**src/rtl/twi_tgt_pkg.sv**
```systemverilog
package twi_tgt_pkg;
    localparam int BYTE_W = 8;

    typedef enum logic [3:0] {
        S_IDLE,
        S_ADDR,
        S_ADDR_ACK,
        S_WR_BIT,
        S_WR_HOLD,
        S_WR_ACK,
        S_RD_FETCH,
        S_RD_BIT,
        S_RD_ACK,
        S_IGNORE
    } tgt_state_e;
endpackage

```
**src/rtl/twi_line_sync.sv**
```systemverilog
module twi_line_sync #(
    parameter int STAGES = 2
) (
    input  logic clk,
    input  logic rst_n,
    input  logic scl_in,
    input  logic sda_in,
    output logic scl_s,
    output logic sda_s,
    output logic scl_rise,
    output logic scl_fall,
    output logic start_det,
    output logic stop_det
);
    logic [STAGES-1:0] scl_q;
    logic [STAGES-1:0] sda_q;
    logic              scl_d;
    logic              sda_d;

    always_ff @(posedge clk or negedge rst_n) begin
        if (!rst_n) begin
            scl_q <= '1;
            sda_q <= '1;
            scl_d <= 1'b1;
            sda_d <= 1'b1;
        end else begin
            scl_q <= {scl_q[STAGES-2:0], scl_in};
            sda_q <= {sda_q[STAGES-2:0], sda_in};
            scl_d <= scl_q[STAGES-1];
            sda_d <= sda_q[STAGES-1];
        end
    end

    assign scl_s     = scl_q[STAGES-1];
    assign sda_s     = sda_q[STAGES-1];
    assign scl_rise  = scl_s & ~scl_d;
    assign scl_fall  = ~scl_s & scl_d;
    assign start_det = scl_s & scl_d & sda_d & ~sda_s;
    assign stop_det  = scl_s & scl_d & ~sda_d & sda_s;
endmodule

```
**src/rtl/twi_byte_shifter.sv**
```systemverilog
module twi_byte_shifter #(
    parameter int W = 8
) (
    input  logic         clk,
    input  logic         rst_n,
    input  logic         load,
    input  logic [W-1:0] load_val,
    input  logic         shift_en,
    input  logic         shift_bit,
    output logic [W-1:0] q
);
    always_ff @(posedge clk or negedge rst_n) begin
        if (!rst_n)
            q <= '0;
        else if (load)
            q <= load_val;
        else if (shift_en)
            q <= {q[W-2:0], shift_bit};
    end
endmodule

```
**src/rtl/twi_target_core.sv**
```systemverilog
module twi_target_core
    import twi_tgt_pkg::*;
#(
    parameter logic [BYTE_W-2:0] OWN_ADDR    = 7'h2A,
    parameter int                SYNC_STAGES = 2
) (
    input  logic              clk,
    input  logic              rst_n,
    input  logic              scl_in,
    input  logic              sda_in,
    output logic              scl_pull,
    output logic              sda_pull,
    input  logic              accept,
    output logic [BYTE_W-1:0] wr_data,
    output logic              wr_valid,
    input  logic              wr_ready,
    input  logic [BYTE_W-1:0] rd_data,
    input  logic              rd_valid,
    output logic              rd_ready
);
    localparam int                CNT_W    = $clog2(BYTE_W + 1);
    localparam logic [CNT_W-1:0]  CNT_FULL = CNT_W'(BYTE_W);
    localparam logic [CNT_W-1:0]  CNT_LAST = CNT_W'(BYTE_W - 1);

    logic scl_s, sda_s, scl_rise, scl_fall, start_det, stop_det;

    tgt_state_e        st, st_n;
    logic [CNT_W-1:0]  cnt, cnt_n;
    logic              rw, rw_n;
    logic              mack, mack_n;
    logic              sh_load, sh_shift, sh_bit;
    logic [BYTE_W-1:0] sh_q;

    twi_line_sync #(.STAGES(SYNC_STAGES)) u_sync (
        .clk       (clk),
        .rst_n     (rst_n),
        .scl_in    (scl_in),
        .sda_in    (sda_in),
        .scl_s     (scl_s),
        .sda_s     (sda_s),
        .scl_rise  (scl_rise),
        .scl_fall  (scl_fall),
        .start_det (start_det),
        .stop_det  (stop_det)
    );

    twi_byte_shifter #(.W(BYTE_W)) u_shift (
        .clk       (clk),
        .rst_n     (rst_n),
        .load      (sh_load),
        .load_val  (rd_data),
        .shift_en  (sh_shift),
        .shift_bit (sh_bit),
        .q         (sh_q)
    );

    // next-state and datapath control
    always_comb begin
        st_n     = st;
        cnt_n    = cnt;
        rw_n     = rw;
        mack_n   = mack;
        sh_load  = 1'b0;
        sh_shift = 1'b0;
        sh_bit   = sda_s;
        if (start_det) begin
            st_n  = S_ADDR;
            cnt_n = '0;
        end else if (stop_det) begin
            st_n = S_IDLE;
        end else begin
            unique case (st)
                S_IDLE: ;
                S_ADDR: begin
                    if (scl_rise) begin
                        sh_shift = 1'b1;
                        cnt_n    = cnt + 1'b1;
                    end else if (scl_fall && cnt == CNT_FULL) begin
                        if (sh_q[BYTE_W-1:1] == OWN_ADDR && accept) begin
                            st_n = S_ADDR_ACK;
                            rw_n = sh_q[0];
                        end else begin
                            st_n = S_IGNORE;
                        end
                    end
                end
                S_ADDR_ACK: begin
                    if (scl_fall) begin
                        cnt_n = '0;
                        st_n  = rw ? S_RD_FETCH : S_WR_BIT;
                    end
                end
                S_WR_BIT: begin
                    if (scl_rise) begin
                        sh_shift = 1'b1;
                        cnt_n    = cnt + 1'b1;
                    end else if (scl_fall && cnt == CNT_FULL) begin
                        st_n = accept ? S_WR_HOLD : S_IGNORE;
                    end
                end
                S_WR_HOLD: begin
                    if (wr_ready) st_n = S_WR_ACK;
                end
                S_WR_ACK: begin
                    if (scl_fall) begin
                        cnt_n = '0;
                        st_n  = S_WR_BIT;
                    end
                end
                S_RD_FETCH: begin
                    if (rd_valid) begin
                        sh_load = 1'b1;
                        cnt_n   = '0;
                        st_n    = S_RD_BIT;
                    end
                end
                S_RD_BIT: begin
                    if (scl_fall) begin
                        sh_shift = 1'b1;
                        sh_bit   = 1'b1;
                        if (cnt == CNT_LAST) st_n = S_RD_ACK;
                        else                 cnt_n = cnt + 1'b1;
                    end
                end
                S_RD_ACK: begin
                    if (scl_rise)      mack_n = ~sda_s;
                    else if (scl_fall) st_n = mack ? S_RD_FETCH : S_IGNORE;
                end
                S_IGNORE: ;
                default: st_n = S_IDLE;
            endcase
        end
    end

    // state register
    always_ff @(posedge clk or negedge rst_n) begin
        if (!rst_n) begin
            st   <= S_IDLE;
            cnt  <= '0;
            rw   <= 1'b0;
            mack <= 1'b0;
        end else begin
            st   <= st_n;
            cnt  <= cnt_n;
            rw   <= rw_n;
            mack <= mack_n;
        end
    end

    // outputs decoded from state
    always_comb begin
        scl_pull = 1'b0;
        sda_pull = 1'b0;
        wr_valid = 1'b0;
        rd_ready = 1'b0;
        unique case (st)
            S_ADDR_ACK, S_WR_ACK: sda_pull = 1'b1;
            S_WR_HOLD: begin
                scl_pull = 1'b1;
                wr_valid = 1'b1;
            end
            S_RD_FETCH: begin
                scl_pull = 1'b1;
                rd_ready = 1'b1;
            end
            S_RD_BIT: sda_pull = ~sh_q[BYTE_W-1];
            default: ;
        endcase
    end

    assign wr_data = sh_q;
endmodule

```
**config.mk**
```make
export PLATFORM = sky130hd
export DESIGN_NAME = twi_target_core
export DESIGN_NICKNAME = d
export VERILOG_FILES = /design/src/rtl/twi_tgt_pkg.sv /design/src/rtl/twi_line_sync.sv /design/src/rtl/twi_byte_shifter.sv /design/src/rtl/twi_target_core.sv
export SDC_FILE = /design/constraint.sdc
export NUM_CORES = 1
export LEC_CHECK = 0
export ABC_AREA = 1
export CAP_MARGIN = 20
export CORE_AREA = 2 2 74 76
export DETAILED_ROUTE_END_ITERATION = 10
export DIE_AREA = 0 0 76 78
export DONT_BUFFER_PORTS = 1
export GPL_TIMING_DRIVEN = 0
export PLACE_DENSITY = 0.51
export SKIP_CTS_REPAIR_TIMING = 1
export SYNTH_ARGS = -nofsm -noshare
export SYNTH_HDL_FRONTEND = slang
export SYNTH_SLANG_ARGS = --single-unit
```
**constraint.sdc**
```tcl
create_clock -name clk -period 1.5 [get_ports clk]
set_clock_uncertainty 0.2 [all_clocks]
set_input_delay 0.15 -clock clk [delete_from_list [all_inputs] [get_ports clk]]
set_output_delay 0.15 -clock clk [all_outputs]
set_load 0.02 [all_outputs]
```
# Yosys cells after proc, flatten, opt, wreduce, memory -nomap -nowiden

Index checks and enable logic that the tools add are counted.

Logic and storage cells: 115
Bits in read-only memories: 0
Input port bits: 15
Register bits: 24
Bits in latches: 0
Bits in writable memories: 0
Output and inout port bits: 12
Memories: 0

Order comparisons: 0
Divide/modulo/power cells: 0
$add $sub $neg: 1
Eq/ne operators: 31
$mul: 0
Shift operators: 0
Reduce and logical (&&, ||, !) cells: 13
Bitwise logic cells: 15
Muxes and demuxes: 46

Operators by type and width:

| kind                                                | count |
|---|---|
| two-way mux 4 bit                                   | 24 |
| != test 4 bit, second input constant                | 12 |
| case mux 4 bit (9 select lines)                     | 1 |
| equality test 4 x 3 -> 1 bit, second input constant | 5 |
| two-way mux 8 bit                                   | 2 |
| case mux 4 bit (4 select lines)                     | 1 |
| two-way mux 1 bit                                   | 15 |
| AND reduction 13 bit                                | 1 |
| equality test 4 bit, second input constant          | 3 |
| != test 3 x 1 -> 1 bit, second input constant       | 3 |
| != test 3 bit, second input constant                | 3 |
| equality test 4 x 2 -> 1 bit, second input constant | 2 |
| NOT 1 bit                                           | 8 |
| OR reduction 2 bit                                  | 4 |
| bitwise AND 1 bit                                   | 7 |
| equality test 7 x 6 -> 1 bit, second input constant | 1 |
| AND reduction 7 bit                                 | 1 |
| AND reduction 6 bit                                 | 1 |
| nonzero test 5 bit                                  | 1 |
| adder 4 x 1 -> 4 bit, second input constant         | 1 |
| equality test 4 x 1 -> 1 bit, second input constant | 1 |
| zero test 4 bit                                     | 1 |
| case mux 1 bit (2 select lines)                     | 2 |
| AND reduction 4 bit                                 | 1 |
| other kinds (4)                                     | 5 |

# Logic depth before layout (Yosys ltp)

Depth in word-level cells: 8
Mapped depth: 11
Mapped depth without buffers: 10

# Modules after synthesis

A second synthesis with hierarchy kept.

Cells, all modules: 242
Area total of the unflattened synthesis: 1,594.0 um^2

Modules (own cells, without submodules):

| module           | cells each | times used | area an instance (um^2) |
|---|---|---|---|
| twi_target_core  | 181        | 1          | 1,021.0 |
| twi_byte_shifter | 44         | 1          | 374.1 |
| twi_line_sync    | 17         | 1          | 198.9 |

# Worst setup path before layout

No wires, ideal clock.

Kind: reg-to-reg
Start point: reg st[0]
End point: reg st[0]
Path buffers: 1
Stages on the path, launching flop included: 12
Slack: -245 ps
Setup time: 117 ps
Arrival time: 1,429 ps
Clock period less this slack: 1,745 ps
Cells stage by stage: dfrtp_1 buf_4 inv_1 nand2_1 nor2_1 nand2_1 nand2_1 nor2_1 nand3_2 nand2_2 nand2_1 nand2_1

Cells in the longest elaborated chain, start to end: 5
Elaborated cells on any way between the ends: 28
Classes of those cells: 22 x eq/ne; 3 x mux; 3 x reduce/logical

RTL lines:

| what                                                          | line                   | text |
|---|---|---|
| start: declaration                                            | twi_target_core.sv:27  | `tgt_state_e st, st_n;` |
| start signal: assignment                                      | twi_target_core.sv:143 | `st <= st_n;` |
| equality test 4 bit / zero test 4 bit (equally long branches) | twi_target_core.sv:72  | `unique case (st)` |
| OR reduction 2 bit (no source line)                           | --                     |  |
| case mux 4 bit (9 select lines)                               | twi_target_core.sv:72  |  |
| two-way mux 4 bit                                             | twi_target_core.sv:69  | `end else if (stop_det) begin` |
| two-way mux 4 bit                                             | twi_target_core.sv:66  | `if (start_det) begin` |

Parallel ways exist; a longest one is shown, timed or not.
A chain may end at the register's enable or synchronous reset.

# Final worst setup path

Start point: reg st[2]
End point: out sda_pull

Cells in the longest elaborated chain, start to end: 3
Elaborated cells on any way between the ends: 5
Classes of those cells: 3 x eq/ne; 1 x mux; 1 x reduce/logical

RTL lines:

| what                                                                                | line                   | text |
|---|---|---|
| equality test 4 x 2 -> 1 bit / equality test 4 x 3 -> 1 bit (equally long branches) | twi_target_core.sv:156 | `unique case (st)` |
| OR reduction 2 bit (no source line)                                                 | --                     |  |
| case mux 1 bit (2 select lines) *                                                   | twi_target_core.sv:156 |  |
| end: declaration                                                                    | twi_target_core.sv:12  | `output logic sda_pull,` |

Every way passes the cells marked *; elsewhere a longest branch is shown, timed or not.

==> metrics.csv <==
stage;metric;value;unit
outcome;status;finished, violations left;
outcome;failing checks;negative setup slack;
power_and_ir_drop;Pwr Density;1350;nW/um^2
synth;Ys Warns;0;
floorplanning;die height;78;microns
final_layout;n_diodes;0;
drt;drt first pass iters;4;
timing;Max Slew Vio Count;0;
global_route;vias in the first global route;1286;
synth;Main synth FF type;dfrtp_1;
power_and_ir_drop;Final Power;2.76;mW
power_and_ir_drop;P_leak;0.975;nW
global_route;antenna violations before repair;0;
critical_path;Critical Path RT;1.15;ns
timing;Fin. Hold Viols;0;
cts;Num CTS Buffers;3;
critical_path;Worst R2R End;u_shift.q[3];
timing;Max Fclk;0.568;GHz
cts;CTS tree;built;
final_layout;Design Area, Final;2040;sq um
synth;share of the synthesized area in the top cell type;0.302;
final_layout;Filler Cells Inserted;522;
place;Setup WS pre-CTS;-0.312;ns
hold_path;WHS Endpoint;st[2];
drt;1st-iter DRT viols;85;
synth;Post-synth EDFFs;0;
synth;Seq/Total Area, Yosys;0.408;
floorplanning;Ports;27;
timing;unrepaired setup endpoints after global routing;true;
synth;most common cell in the netlist;nand2_1;
timing;setup TNS;-3.63;ns
critical_path;Critical Path End Type;primary output;
floorplanning;core area;5040;sq um
synth;commonest cells in the netlist;nand2_1, nor2_1, inv_1, nand3_1, dfrtp_1;
timing;WHS;0.0265;ns
synth;post-synthesis async set-or-reset flop share;1.00;
floorplanning;die area;5930;sq um
timing;Tmin final;1.76;ns
cts;CTS sink cnt;24;
synth;Post-Syn Area;1490;sq um
job;maxcap violations;0;
cts;Clock Tree Root;clkbuf_8;
timing;Worst-Margin Slew;0.380;ns
hold_path;worst hold path stage count;6;
floorplanning;row cnt;26;
final_layout;fin cells;309;
critical_path;R2R cell count;7;
final_layout;layout cell share with drive strength beyond 1;0.318;
critical_path;Crit Path Category;flip-flop to primary output;
synth;Post-Syn Nets;229;
place;placed insts;282;
global_route;gr ovfl total;0;
drt;DR WL/cell;13.0;microns
synth;mean post-synth cell area;7.03;sq um
critical_path;CP Launch Type;flip-flop;
place;HPWL Detailed;2750;microns
hold_path;Hold Crit Class;input pin to flip-flop;
place;Port Buffers;0;
synth;post-synth top area cell;dfrtp_1;
final_layout;fin nets;257;
critical_path;Reg-to-Reg Start;st[3];
place;GP Congestion;0.843;
drt;wirelength, routed;4000;microns
global_route;Total GRT Usage;0.134;
drt;post-route DRC violation count;0;
drt;vias per cell;4.64;
floorplanning;starting density of the core;0.296;
final_layout;final core utilization;0.405;
critical_path;Max FO, Critical Path;6;
drt;via count;1433;
cts;H-tree Lvls;1;
synth;FF+latch count, synth;24;
global_route;largest net degree at the start of global routing;25;
synth;Synth area leaders;dfrtp_1, nand2_1, dfstp_2;
floorplanning;die width;76;microns
timing;Worst slew margin;0.746;
critical_path;Reg2Reg Setup Slack;-0.24;ns
cts;CTS Buffer Depth;2;
hold_path;Worst Hold Launch;accept;
cts;Reg clk slew, reported paths;0.09;ns
place;Placed Area;1640;sq um
final_layout;area growth from synthesis to layout;37.2;%
timing;final setup vio count;20;
critical_path;CP arrival;1.41;ns
power_and_ir_drop;maximum vdd ir drop;0.715;mV
synth;Mapped Cells;212;
cts;Skew-Pair Late Insertion Delay;0.27;ns
synth;Yosys cell types;24;
drt;Routed Antenna Nets;0;
timing;Tcrit/Tclk final;1.17;
timing;PnR worst setup slack;-0.261;ns
global_route;first-pass GRT wire length;6350;microns
==> logic make-up after synthesis <==
kind of cell               after synthesis  share of synthesized area
AOI/OAI and AO/OA                       17                     0.0714
xor gates and xnor gates                 1                    0.00588
buffers and inverters                   30                     0.0781
and+or+nand+nor                        138                      0.420
DFF                                     24                      0.408
adders and majority gates                2                     0.0168
==> cell type report <==
| type | instances | area (sq um) | share of cell area |
|---|---|---|---|
| Sequential cell | 24 | 613 | 0.300 |
| Tap cell | 70 | 87.6 | 0.0428 |
| Timing Repair Buffer | 22 | 211 | 0.103 |
| Buffer | 1 | 11.3 | 0.00551 |
| Multi-Input combinational cell | 159 | 945 | 0.462 |
| Clock buffer | 4 | 55.1 | 0.0269 |
| Inverter | 29 | 121 | 0.0594 |
==> sequential cells by signal (all words and copies together), names as in the netlist <==
| name | count |
|---|---|
| u_shift.q | 8 |
| cnt | 4 |
| st | 4 |
| u_sync.scl_q | 2 |
| u_sync.sda_q | 2 |
| mack | 1 |
| rw | 1 |
| u_sync.scl_d | 1 |
| u_sync.sda_d | 1 |
==> worst max-delay path by stage <==
| stage | from | end | slack (ns) | cells after the start |
|---|---|---|---|---|
| 2_1_floorplan | st[0] | u_shift.q[7] | -0.03 | 8 |
| 3_3_place_gp | st[2] | u_shift.q[7] | -0.27 | 6 |
| 3_5_place_dp | st[2] | u_shift.q[7] | -0.31 | 6 |
| 4_1_cts | st[2] | sda_pull | -0.49 | 4 |
| 5_1_grt | st[3] | u_shift.q[3] | -0.36 | 7 |
| 6_report | st[2] | sda_pull | -0.26 | 4 |
==> cells in the final DEF, fill, tap and decap left out, drive strengths merged, types with 2 or more instances in the layout <==
master and n:
dlygate4sd3 12, ha 2, clkbuf 4, o211ai 6, nand2 71, inv 29
buf 11, nand3 29, dfrtp 18, nand4 2, nand3b 2, nor2 32
o21ai 10, dfstp 6
==> critical path, stage by stage (launching register included) <==
cell and delay [ns]:
dfrtp_2 0.50, nor2_4 0.20, nand2_1 0.12, nand2_2 0.14
o21bai_4 0.18
==> layer usage <==
metal,vias to the layer above,global-route usage,share of wire
li1,732,-,-
met3,7,0.0360,0.050
met2,32,0.211,0.46
met5,-,0,0
met4,0,0.0473,0.017
met1,662,0.177,0.48
==> power breakdown <==
| group | total (mW) | internal, mW | switching (mW) | leakage, nW |
|---|---|---|---|---|
| Sequential | 1.19 | 0.841 | 0.350 | 0.288 |
| Combinational | 1.12 | 0.449 | 0.672 | 0.659 |
| Clock | 0.452 | 0.235 | 0.217 | 0.0288 |
Power figures use the tool's default switching activity.
